==> src/rtl/fetch_seq_pkg.sv <==
// Shared types and constants for the fetch sequencer.
// Assumes 16-bit instruction words and byte program addresses.
package fetch_seq_pkg;
    localparam int unsigned INSTR_W     = 16;
    localparam int unsigned VEC_HI_BYTE = 8;
    localparam int unsigned VEC_LO_BYTE = 24;

    // Flow class of a word sitting in the execute slot.
    typedef enum logic [2:0] {
        K_PLAIN,
        K_REL_LONG,
        K_REL_COND,
        K_FAR,
        K_TAIL
    } ctl_kind_e;
endpackage

==> src/rtl/fseq_decode.sv <==
// Classifies an instruction by its top byte into the flow classes the
// sequencer acts on. Assumes nothing about non-control opcodes.
module fseq_decode
    import fetch_seq_pkg::*;
(
    input  logic [7:0] op,
    output ctl_kind_e  kind
);
    // Pick the flow class; second-word marker is checked first.
    always_comb begin
        if (op[7:4] == 4'hF)
            kind = K_TAIL;
        else if (op == 8'hEF || op[7:1] == 7'b1110110)
            kind = K_FAR;
        else if (op[7:3] == 5'b11010)
            kind = K_REL_LONG;
        else if (op[7:3] == 5'b11100)
            kind = K_REL_COND;
        else
            kind = K_PLAIN;
    end
endmodule

==> src/rtl/fseq_target.sv <==
// Computes the redirect byte address for the execute-slot word.
// Relative offsets are signed word counts from the following word;
// far targets are word addresses built from both words.
module fseq_target
    import fetch_seq_pkg::*;
#(
    parameter int unsigned PC_W = 21
) (
    input  logic [PC_W-1:0] ex_addr,
    input  logic [10:0]     head,
    input  logic [11:0]     tail_lo,
    input  ctl_kind_e       kind,
    output logic [PC_W-1:0] target
);
    localparam int unsigned EXT_LONG = PC_W - 12;
    localparam int unsigned EXT_COND = PC_W - 9;

    logic [PC_W-1:0] link;
    logic [PC_W-1:0] rel_long;
    logic [PC_W-1:0] rel_cond;
    logic [PC_W-1:0] far_abs;

    assign link     = ex_addr + PC_W'(2);
    assign rel_long = {{EXT_LONG{head[10]}}, head[10:0], 1'b0};
    assign rel_cond = {{EXT_COND{head[7]}}, head[7:0], 1'b0};
    assign far_abs  = PC_W'({tail_lo, head[7:0], 1'b0});

    // Select the target that matches the flow class.
    always_comb begin
        unique case (kind)
            K_REL_LONG: target = link + rel_long;
            K_REL_COND: target = link + rel_cond;
            K_FAR:      target = far_abs;
            default:    target = link;
        endcase
    end
endmodule

==> src/rtl/fseq_next.sv <==
// Next-fetch-address priority: a redirect from execute, then the
// high vector, then the low vector, then sequential. Also flags a flush.
module fseq_next
    import fetch_seq_pkg::*;
#(
    parameter int unsigned PC_W = 21
) (
    input  logic            ir_valid,
    input  ctl_kind_e       kind,
    input  logic            cond_met,
    input  logic            irq_hi,
    input  logic            irq_lo,
    input  logic [PC_W-1:0] seq_pc,
    input  logic [PC_W-1:0] target,
    output logic [PC_W-1:0] next_pc,
    output logic            flush
);
    logic redirect;
    logic take_hi;
    logic take_lo;

    // Decide whether execute changes flow this cycle.
    always_comb begin
        redirect = 1'b0;
        if (ir_valid) begin
            unique case (kind)
                K_REL_LONG, K_FAR: redirect = 1'b1;
                K_REL_COND:        redirect = cond_met;
                default:           redirect = 1'b0;
            endcase
        end
    end

    assign take_hi = !redirect && irq_hi;
    assign take_lo = !redirect && !irq_hi && irq_lo;
    assign flush   = redirect || take_hi || take_lo;

    // Choose the next fetch address by priority.
    always_comb begin
        if (redirect)
            next_pc = target;
        else if (take_hi)
            next_pc = PC_W'(VEC_HI_BYTE);
        else if (take_lo)
            next_pc = PC_W'(VEC_LO_BYTE);
        else
            next_pc = seq_pc;
    end
endmodule

==> src/rtl/fetch_seq.sv <==
// Two-stage fetch sequencer: owns the program counter, the execute-slot
// word and its address. Assumes a same-cycle program-memory read and an
// external condition evaluation for the conditional branch.
module fetch_seq
    import fetch_seq_pkg::*;
#(
    parameter int unsigned PC_W       = 21,
    parameter int unsigned IMPL_BYTES = 131072
) (
    input  logic                clk,
    input  logic                rst_n,
    input  logic                irq_hi,
    input  logic                irq_lo,
    input  logic                cond_met,
    input  logic [INSTR_W-1:0]  imem_rdata,
    output logic [PC_W-1:0]     imem_addr,
    output logic [INSTR_W-1:0]  exec_word,
    output logic                exec_valid,
    output logic [PC_W-1:0]     exec_addr
);
    localparam bit FULL_SPACE = longint'(IMPL_BYTES) >= (longint'(1) << PC_W);

    logic [PC_W-1:0]    pc_q;
    logic [PC_W-1:0]    ex_addr_q;
    logic [INSTR_W-1:0] ir_q;
    logic               ir_v_q;
    logic [INSTR_W-1:0] fetched;
    logic [PC_W-1:0]    target;
    logic [PC_W-1:0]    next_pc;
    logic               flush;
    ctl_kind_e          kind;

    // Zero words from the unimplemented part of the space, if any.
    generate
        if (FULL_SPACE) begin : g_full
            assign fetched = imem_rdata;
        end else begin : g_part
            assign fetched = (longint'(pc_q) >= longint'(IMPL_BYTES)) ? '0 : imem_rdata;
        end
    endgenerate

    fseq_decode u_dec (
        .op   (ir_q[15:8]),
        .kind (kind)
    );

    fseq_target #(.PC_W(PC_W)) u_tgt (
        .ex_addr (ex_addr_q),
        .head    (ir_q[10:0]),
        .tail_lo (fetched[11:0]),
        .kind    (kind),
        .target  (target)
    );

    fseq_next #(.PC_W(PC_W)) u_nxt (
        .ir_valid (ir_v_q),
        .kind     (kind),
        .cond_met (cond_met),
        .irq_hi   (irq_hi),
        .irq_lo   (irq_lo),
        .seq_pc   (pc_q + PC_W'(2)),
        .target   (target),
        .next_pc  (next_pc),
        .flush    (flush)
    );

    // Advance fetch and move the fetched word into the execute slot.
    always_ff @(posedge clk) begin
        if (!rst_n) begin
            pc_q      <= '0;
            ex_addr_q <= '0;
            ir_q      <= '0;
            ir_v_q    <= 1'b0;
        end else begin
            pc_q      <= next_pc;
            ex_addr_q <= pc_q;
            ir_q      <= fetched;
            ir_v_q    <= !flush;
        end
    end

    assign imem_addr  = pc_q;
    assign exec_word  = ir_q;
    assign exec_addr  = ex_addr_q;
    assign exec_valid = ir_v_q && (kind != K_TAIL);
endmodule

==> config.mk <==
export PLATFORM = sky130hd
export DESIGN_NAME = fetch_seq
export DESIGN_NICKNAME = d
export VERILOG_FILES = /design/src/rtl/fetch_seq_pkg.sv /design/src/rtl/fseq_decode.sv /design/src/rtl/fseq_target.sv /design/src/rtl/fseq_next.sv /design/src/rtl/fetch_seq.sv
export SDC_FILE = /design/constraint.sdc
export NUM_CORES = 1
export LEC_CHECK = 0
export ABC_AREA = 1
export ABC_CLOCK_PERIOD_IN_PS = 3100
export BUFFER_PORTS_ARGS = -buffer_cell sky130_fd_sc_hd__buf_4
export CORE_ASPECT_RATIO = 1.2
export CORE_UTILIZATION = 35
export CTS_CLUSTER_SIZE = 28
export DETAILED_ROUTE_END_ITERATION = 8
export PLACE_DENSITY = 0.59
export SYNTH_ARGS = -nofsm -noshare
export SYNTH_HDL_FRONTEND = slang
export SYNTH_SLANG_ARGS = --single-unit
==> constraint.sdc <==
create_clock -name clk -period 3.1 [get_ports clk]
set_input_delay 0.31 -clock clk [delete_from_list [all_inputs] [get_ports clk]]
set_output_delay 0.31 -clock clk [all_outputs]
set_load 0.1 [all_outputs]
==> results of run 1 <==
cell type report:
cell class	instances	area [um2]	area share, %
sequential	59	1200	22.9
inverter	109	409	7.79
clock buffer	11	253	4.81
timing repair buffer	85	638	12.1
clock inverter	5	61.3	1.17
multi-input combinational	437	2500	47.6
tap	154	193	3.67
worst max-delay path: cells and delay by family (launching register included):
| family | cells | cell delay (ns) |
|---|---|---|
| fa+ha+maj | 2 | 0.39 |
| flops | 1 | 0.37 |
| buf+inv | 2 | 0.12 |
| simple gates | 14 | 1.54 |
| compound gates | 1 | 0.14 |
| xor+xnor | 1 | 0.23 |
per-layer routing:
layer	vias to the layer above	track usage, %	part of all wire (%)
li1	2147	-	-
met1	1943	28.3	45
met2	131	36.0	48
met3	23	4.14	5.0
met4	0	6.97	1.8
met5	-	0	0
state kept, by name, indices dropped and copies added (netlist names):
signal	count
imem_addr	21
exec_addr	21
ir_v_q	1
exec_word	16
cells in the final DEF, fill, tap and decap left out, types with 2 or more instances in the layout:
| cell | netlist | routed |
|---|---|---|
| o221ai_1 | 2 | 2 |
| o21ai_1 | 3 | 4 |
| a21oi_1 | 26 | 26 |
| clkinvlp_4 | 0 | 3 |
| nor2_2 | 7 | 7 |
| a21o_1 | 3 | 3 |
| ha_1 | 21 | 18 |
| nor2_4 | 6 | 7 |
| nand2_2 | 5 | 6 |
| clkbuf_8 | 0 | 2 |
| a21boi_2 | 0 | 2 |
| inv_2 | 4 | 4 |
| or2_2 | 5 | 5 |
| o211ai_1 | 9 | 9 |
| ha_4 | 0 | 2 |
| o21ai_0 | 30 | 29 |
| xor2_1 | 13 | 13 |
| nand4_2 | 5 | 5 |
| nor3_1 | 6 | 5 |
| o21bai_1 | 3 | 3 |
| nand2_1 | 162 | 161 |
| dfxtp_2 | 0 | 10 |
| nand3_1 | 52 | 49 |
| dfxtp_1 | 59 | 47 |
| clkbuf_16 | 0 | 9 |
| buf_4 | 1 | 85 |
| inv_1 | 105 | 105 |
| nand4_1 | 10 | 10 |
| dfxtp_4 | 0 | 2 |
| xnor2_1 | 6 | 6 |
| nor2_1 | 42 | 41 |
| o22ai_1 | 2 | 2 |
| nand3_2 | 1 | 4 |
timing repair:
action	CTS	global route
buffers inserted	0	3
endpoints found under the setup margin	2	10
pin swaps	0	10
gates resized for setup	1	18
metrics by stage:
step                TNS (ns)  power, mW  cell area, um2  utilization (%)  hold WS (ns)
CTS                        0       2.12            5150             46.2         0.194
detailed placement   -0.0112       1.07            4830             43.4         0.445
finish                     0       2.12            5260             47.2         0.193
global placement           0       1.07            4830             43.4         0.446
global route               0       2.19            5260             47.2         0.196
floorplan                  0      0.995            4060                -         0.422
power breakdown:
group | total [mW] | switching [mW] | internal [mW]
Sequential | 0.791 | 0.0178 | 0.773
Clock | 1.05 | 0.387 | 0.667
Combinational | 0.272 | 0.202 | 0.0705
Total | 2.12 | 0.607 | 1.51
final timing paths:
check / startpoint / end / slack, ns / depth (start not counted)
worst max-delay path: exec_addr[1]$_SDFF_PN0_ / imem_addr[20]$_SDFF_PN0_ / 0.20 / 20
worst min-delay path: imem_rdata[13] / exec_word[13]$_SDFF_PP0_ / 0.19 / 3
worst max register to register: exec_addr[1]$_SDFF_PN0_ / imem_addr[20]$_SDFF_PN0_ / 0.20 / 20
worst min register to register: imem_addr[0]$_SDFFE_PN0P_ / exec_addr[0]$_SDFF_PN0_ / 0.46 / 2
cell families after synthesis:
family / synth area share [%]
simple gates: 35.4
buf+inv: 11.1
compound gates: 12.8
flops: 29.2
fa+ha+maj: 7.00
xor+xnor: 4.52
==> run_results.csv, run 1 <==
group,metric,value,unit
placement,placed_cells,841,
yosys,synth_area_leader_cell,"dfxtp_1",
sta,drv_slew,0,
status,status,"complete, no violations",
die,rows,42,
yosys,yosysMostFrequentCell,"nand2_1",
power_and_ir_drop,powerDensity,403,nW/um2
setup_path,cp_slowest_cell,"dfxtp_4",
layout,diodes,0,
placement,io_buffers,79,
die,ioPinCount,80,
sta,slew_headroom,54.2,%
setup_path,end_kind,"flip-flop",
sta,period_needed,2.90,ns
die,die_h,120,um
yosys,synth-edff-count,0,
setup_path,cp-start-kind,"flip-flop",
drt,drt_iter0_markers,277,
global_routing,first_global_vias,3961,
cts,clk_path_buf_depth,2,
cts,cts_num_sinks,59,
sta,finalClockSkew,0.00414,ns
yosys,ys_ff_latch,59,
yosys,synth_area_leaders,"dfxtp_1, nand2_1, inv_1",
yosys,synth_common_cells,"nand2_1, inv_1, dfxtp_1",
cts,clkLatencyLatePin,0.33,ns
cts,cts_made_buffers,9,
setup_path,crit_top_cell,"nand2_1",
yosys,syn_area,4040,um2
global_routing,track_usage,21.7,%
die,core-area,11100,um2
layout,instances_no_fill,860,
cts,htreeDepth,3,
sta,final_min_period_over_clock_period,93.6,%
yosys,synth_nets,656,
global_routing,grt_max_degree,25,
drt,via_per_inst,4.93,
cts,root_buffer,"clkbuf_16",
drt,drc_errors,0,
setup_path,cp_max_fo,5,
layout,fillers,1162,
sta,fin_ws,0.197,ns
yosys,yosysWarnings,0,
die,start_util,36.3,%
layout,nNetsFinal,744,
placement,gp_congestion,0.940,
cts,clk_pin_slew,0.06,ns
setup_path,setup.worst_path.class,"flip-flop to flip-flop",
sta,setup_viol,0,
sta,finalHoldViolations,0,
placement,hpwl,9.84,mm
drt,drt_pass1_iterations,5,
layout,drive_gt1_share,23.1,%
setup_path,arrival,3.13,ns
global_routing,overflow,0,
yosys,syn_area_per_cell,6.59,um2
power_and_ir_drop,leakage,2.73,nW
layout,areaGrowthSynthToFinish,30.1,%
die,dieArea,12000,um2
sta,clock.fmax,345,MHz
setup_path,worstPathCellList,"ha_4 > nand2_2 > nor2_4 > nand4_1 > nor3_4 > nand3_2 > xnor2_4 > ha_4 > nand2_1 > inv_1 > a21boi_2 > inv_1 > nor2_1 > nand2_1 > nand2_1 > nand2_1 > nand3_1 > nand2_1 > nand2_1 > nand2_1",
setup_path,cpPeakStageDelay,0.37,ns
die,fp.dieW,100,um
sta,rsz0062_at_grt,"no",
global_routing,grt_first_pass_wirelength,19.9,mm
global_routing,grt_antenna_before_repair,0,
yosys,synth_cell_types,44,
power_and_ir_drop,ir_drop,0.196,mV
yosys,ys_seq_area_share,29.2,%
cts,cts_hold_buf,0,
worst_hold_path,hold_class,"input port to flip-flop",
yosys,syn_inst,613,
drt,final_antenna_net_count,0,
sta,worstMarginPinSlew,0.685,ns
placement,post-place-ws,-0.0112,ns
drt,wl,12.8,mm
setup_path,worstPathRequired,3.33,ns
yosys,ys_async_sr_fraction,0,%
yosys,synth_ff_type,"dfxtp_1",
run,drv_cap,0,
drt,vias,4244,
yosys,yosys.area.top_type_share,29.2,%
drt,wl_per_cell,14.8,um
cts,tritoncts,"done",
Note: power is estimated with default switching activity, not from simulation.
==> inputs of run 2 (changes only) <==
PLACE_DENSITY = not set   (was 0.59)
PLACE_DENSITY_LB_ADDON = 0.12   (was not set)
==> run 2 against run 1 <==
Non-clock buffer count is 4 higher. Clock power is 12% lower. Highest routed layer unchanged. Combinational power hardly changed. Core utilization hardly changed. Final cell count is 0.47% higher. Critical path depth is 4 lower. Largest cell class unchanged. Routed wire length hardly changed. Sequential power hardly changed.
==> run_results.csv, run 2 (same netlist as run 1, synthesis figures left out) <==
group,metric,value,unit
status,status,"complete, no violations",
layout,diodes,0,
die,start_util,36.3,%
placement,place_area,4840,um2
cts,cts_made_buffers,9,
setup_path,cp_slowest_cell,"dfxtp_4",
sta,finalClockSkew,0.0120,ns
drt,wl,12.8,mm
die,dieArea,12000,um2
layout,fillers,1185,
sta,finalHoldViolations,0,
sta,slew_headroom,59.9,%
layout,layout_commonest_cell,"nand2_1",
cts,htreeDepth,3,
layout,instances_no_fill,864,
layout,multi_input_area,2510,um2
setup_path,cpPeakStageDelay,0.36,ns
sta,worstMarginPinSlew,0.600,ns
sta,clock.fmax,352,MHz
sta,period_needed,2.84,ns
setup_path,setup.worst_path.class,"flip-flop to flip-flop",
placement,hpwl,10.1,mm
sta,drv_slew,0,
cts,clk_pin_slew,0.06,ns
global_routing,first_global_vias,4005,
power_and_ir_drop,p_switching,584,uW
layout,nNetsFinal,748,
global_routing,overflow,0,
global_routing,grt_antenna_before_repair,0,
cts,clkLatencyLatePin,0.34,ns
power_and_ir_drop,ir_drop,0.213,mV
cts,clk_path_buf_depth,2,
setup_path,worstPathCellList,"ha_4 > nand2_2 > nor2_4 > nand3_4 > nor3_4 > xor2_2 > ha_1 > a21oi_2 > a21boi_1 > nand3_2 > nand4_1 > nand2_1 > o21ai_0 > nand2_1 > nand2_1 > nand2_1",
setup_path,worstPathRequired,3.32,ns
sta,fin_ws,0.255,ns
drt,final_antenna_net_count,0,
setup_path,cp_max_fo,5,
worst_hold_path,hold_class,"input port to flip-flop",
drt,via_per_inst,4.88,
power_and_ir_drop,switching_share,29.4,%
setup_path,crit_top_cell,"nand2_1",
layout,regArea,1200,um2
power_and_ir_drop,powerDensity,379,nW/um2
global_routing,grt_first_pass_wirelength,20.2,mm
drt,drt_pass1_iterations,5,
sta,setup_viol,0,
power_and_ir_drop,p_int,1.41,mW
placement,io_buffers,79,
cts,root_buffer,"clkbuf_16",
layout,areaGrowthSynthToFinish,30.0,%
placement,post-place-ws,-0.0425,ns
setup_path,arrival,3.07,ns
die,ioPinCount,80,
drt,vias,4218,
die,fp.dieW,100,um
drt,drt_iter0_markers,218,
die,rows,42,
layout,mostFrequentLayoutCells,"nand2_1, inv_1, buf_4",
run,drv_cap,0,
power_and_ir_drop,finalPower,1.99,mW
cts,cts_num_sinks,59,
placement,gp_congestion,0.916,
power_and_ir_drop,combPwrFrac,13.6,%
layout,fin_area,5250,um2
power_and_ir_drop,power_frac_seq,39.8,%
sta,hold_ws,0.186,ns
cts,tritoncts,"done",
die,die_h,120,um
die,core-area,11100,um2
setup_path,cp-start-kind,"flip-flop",
drt,wl_per_cell,14.8,um
power_and_ir_drop,leakage,2.74,nW
drt,drc_errors,0,
sta,final_min_period_over_clock_period,91.8,%
placement,placed_cells,842,
global_routing,grt_max_degree,25,
layout,drive_gt1_share,23.7,%
setup_path,end_kind,"flip-flop",
power_and_ir_drop,p_clk_share,46.6,%
global_routing,track_usage,22.0,%
-- run 2: cell types whose count changed in the layout (fill, tap and decap cells not counted), sizes merged --
cell      change
buf           +4
bufinv        -1
clkbuf        +1
clkinv        +2
clkinvlp      -2
-- run 2: cell type report --
| class | count | area share (%) |
|---|---|---|
| clock inverter | 4 | 0.500 |
| tap | 154 | 3.67 |
| inverter | 109 | 7.79 |
| sequential | 59 | 22.9 |
| multi-input combinational | 437 | 47.8 |
| clock buffer | 12 | 4.69 |
| timing repair buffer | 89 | 12.7 |
-- run 2: per-layer routing --
layer / wire [um] / vias to the layer above / track usage [%]
li1: - / 2158 / -
met1: 5910 / 1914 / 29.5
met2: 5850 / 127 / 35.2
met3: 732 / 19 / 3.49
met4: 261 / 0 / 8.33
met5: 0 / - / 0
-- run 2: power by group through the flow --
stage                     clock [mW]  sequential [mW]  combinational, mW
final                          0.926            0.792              0.271
after global routing           0.981            0.793              0.289
after CTS                      0.948            0.791              0.268
after detailed placement           0            0.807              0.267
after global placement             0            0.807              0.266
after floorplan                    0            0.910             0.0848
-- run 2: critical path, delay by kind of cell (launching register included) --
kind / cells / cell delay (ns)
flops: 1 / 0.36
fa+ha+maj: 2 / 0.45
compound gates: 3 / 0.53
xor+xnor: 1 / 0.20
simple gates: 10 / 1.19
-- run 2: timing repair --
action	4_1_cts	5_1_grt
gates resized for setup	1	22
hold buffers	0	0
pin swaps	0	18
endpoints found under the setup margin	4	10
buffers inserted	0	6
-- run 2: per-stage QoR --
step	TNS (ns)	util, %
after global routing	-0.0331	47.1
after detailed placement	-0.0540	43.4
after floorplan	0	-
final	0	47.1
after CTS	0	45.9
after global placement	-0.0815	43.4
-- run 2: path summary, 6_finish.rpt --
kind | from | endpoint | slack (ns) | cells past startpoint
hold / removal | imem_rdata[14] | exec_word[14]$_SDFF_PP0_ | 0.19 | 3
hold reg to reg | imem_addr[0]$_SDFFE_PN0P_ | exec_addr[0]$_SDFF_PN0_ | 0.46 | 2
setup reg to reg | exec_addr[2]$_SDFF_PN0_ | imem_addr[16]$_SDFF_PN0_ | 0.26 | 16
setup / recovery | exec_addr[2]$_SDFF_PN0_ | imem_addr[16]$_SDFF_PN0_ | 0.26 | 16
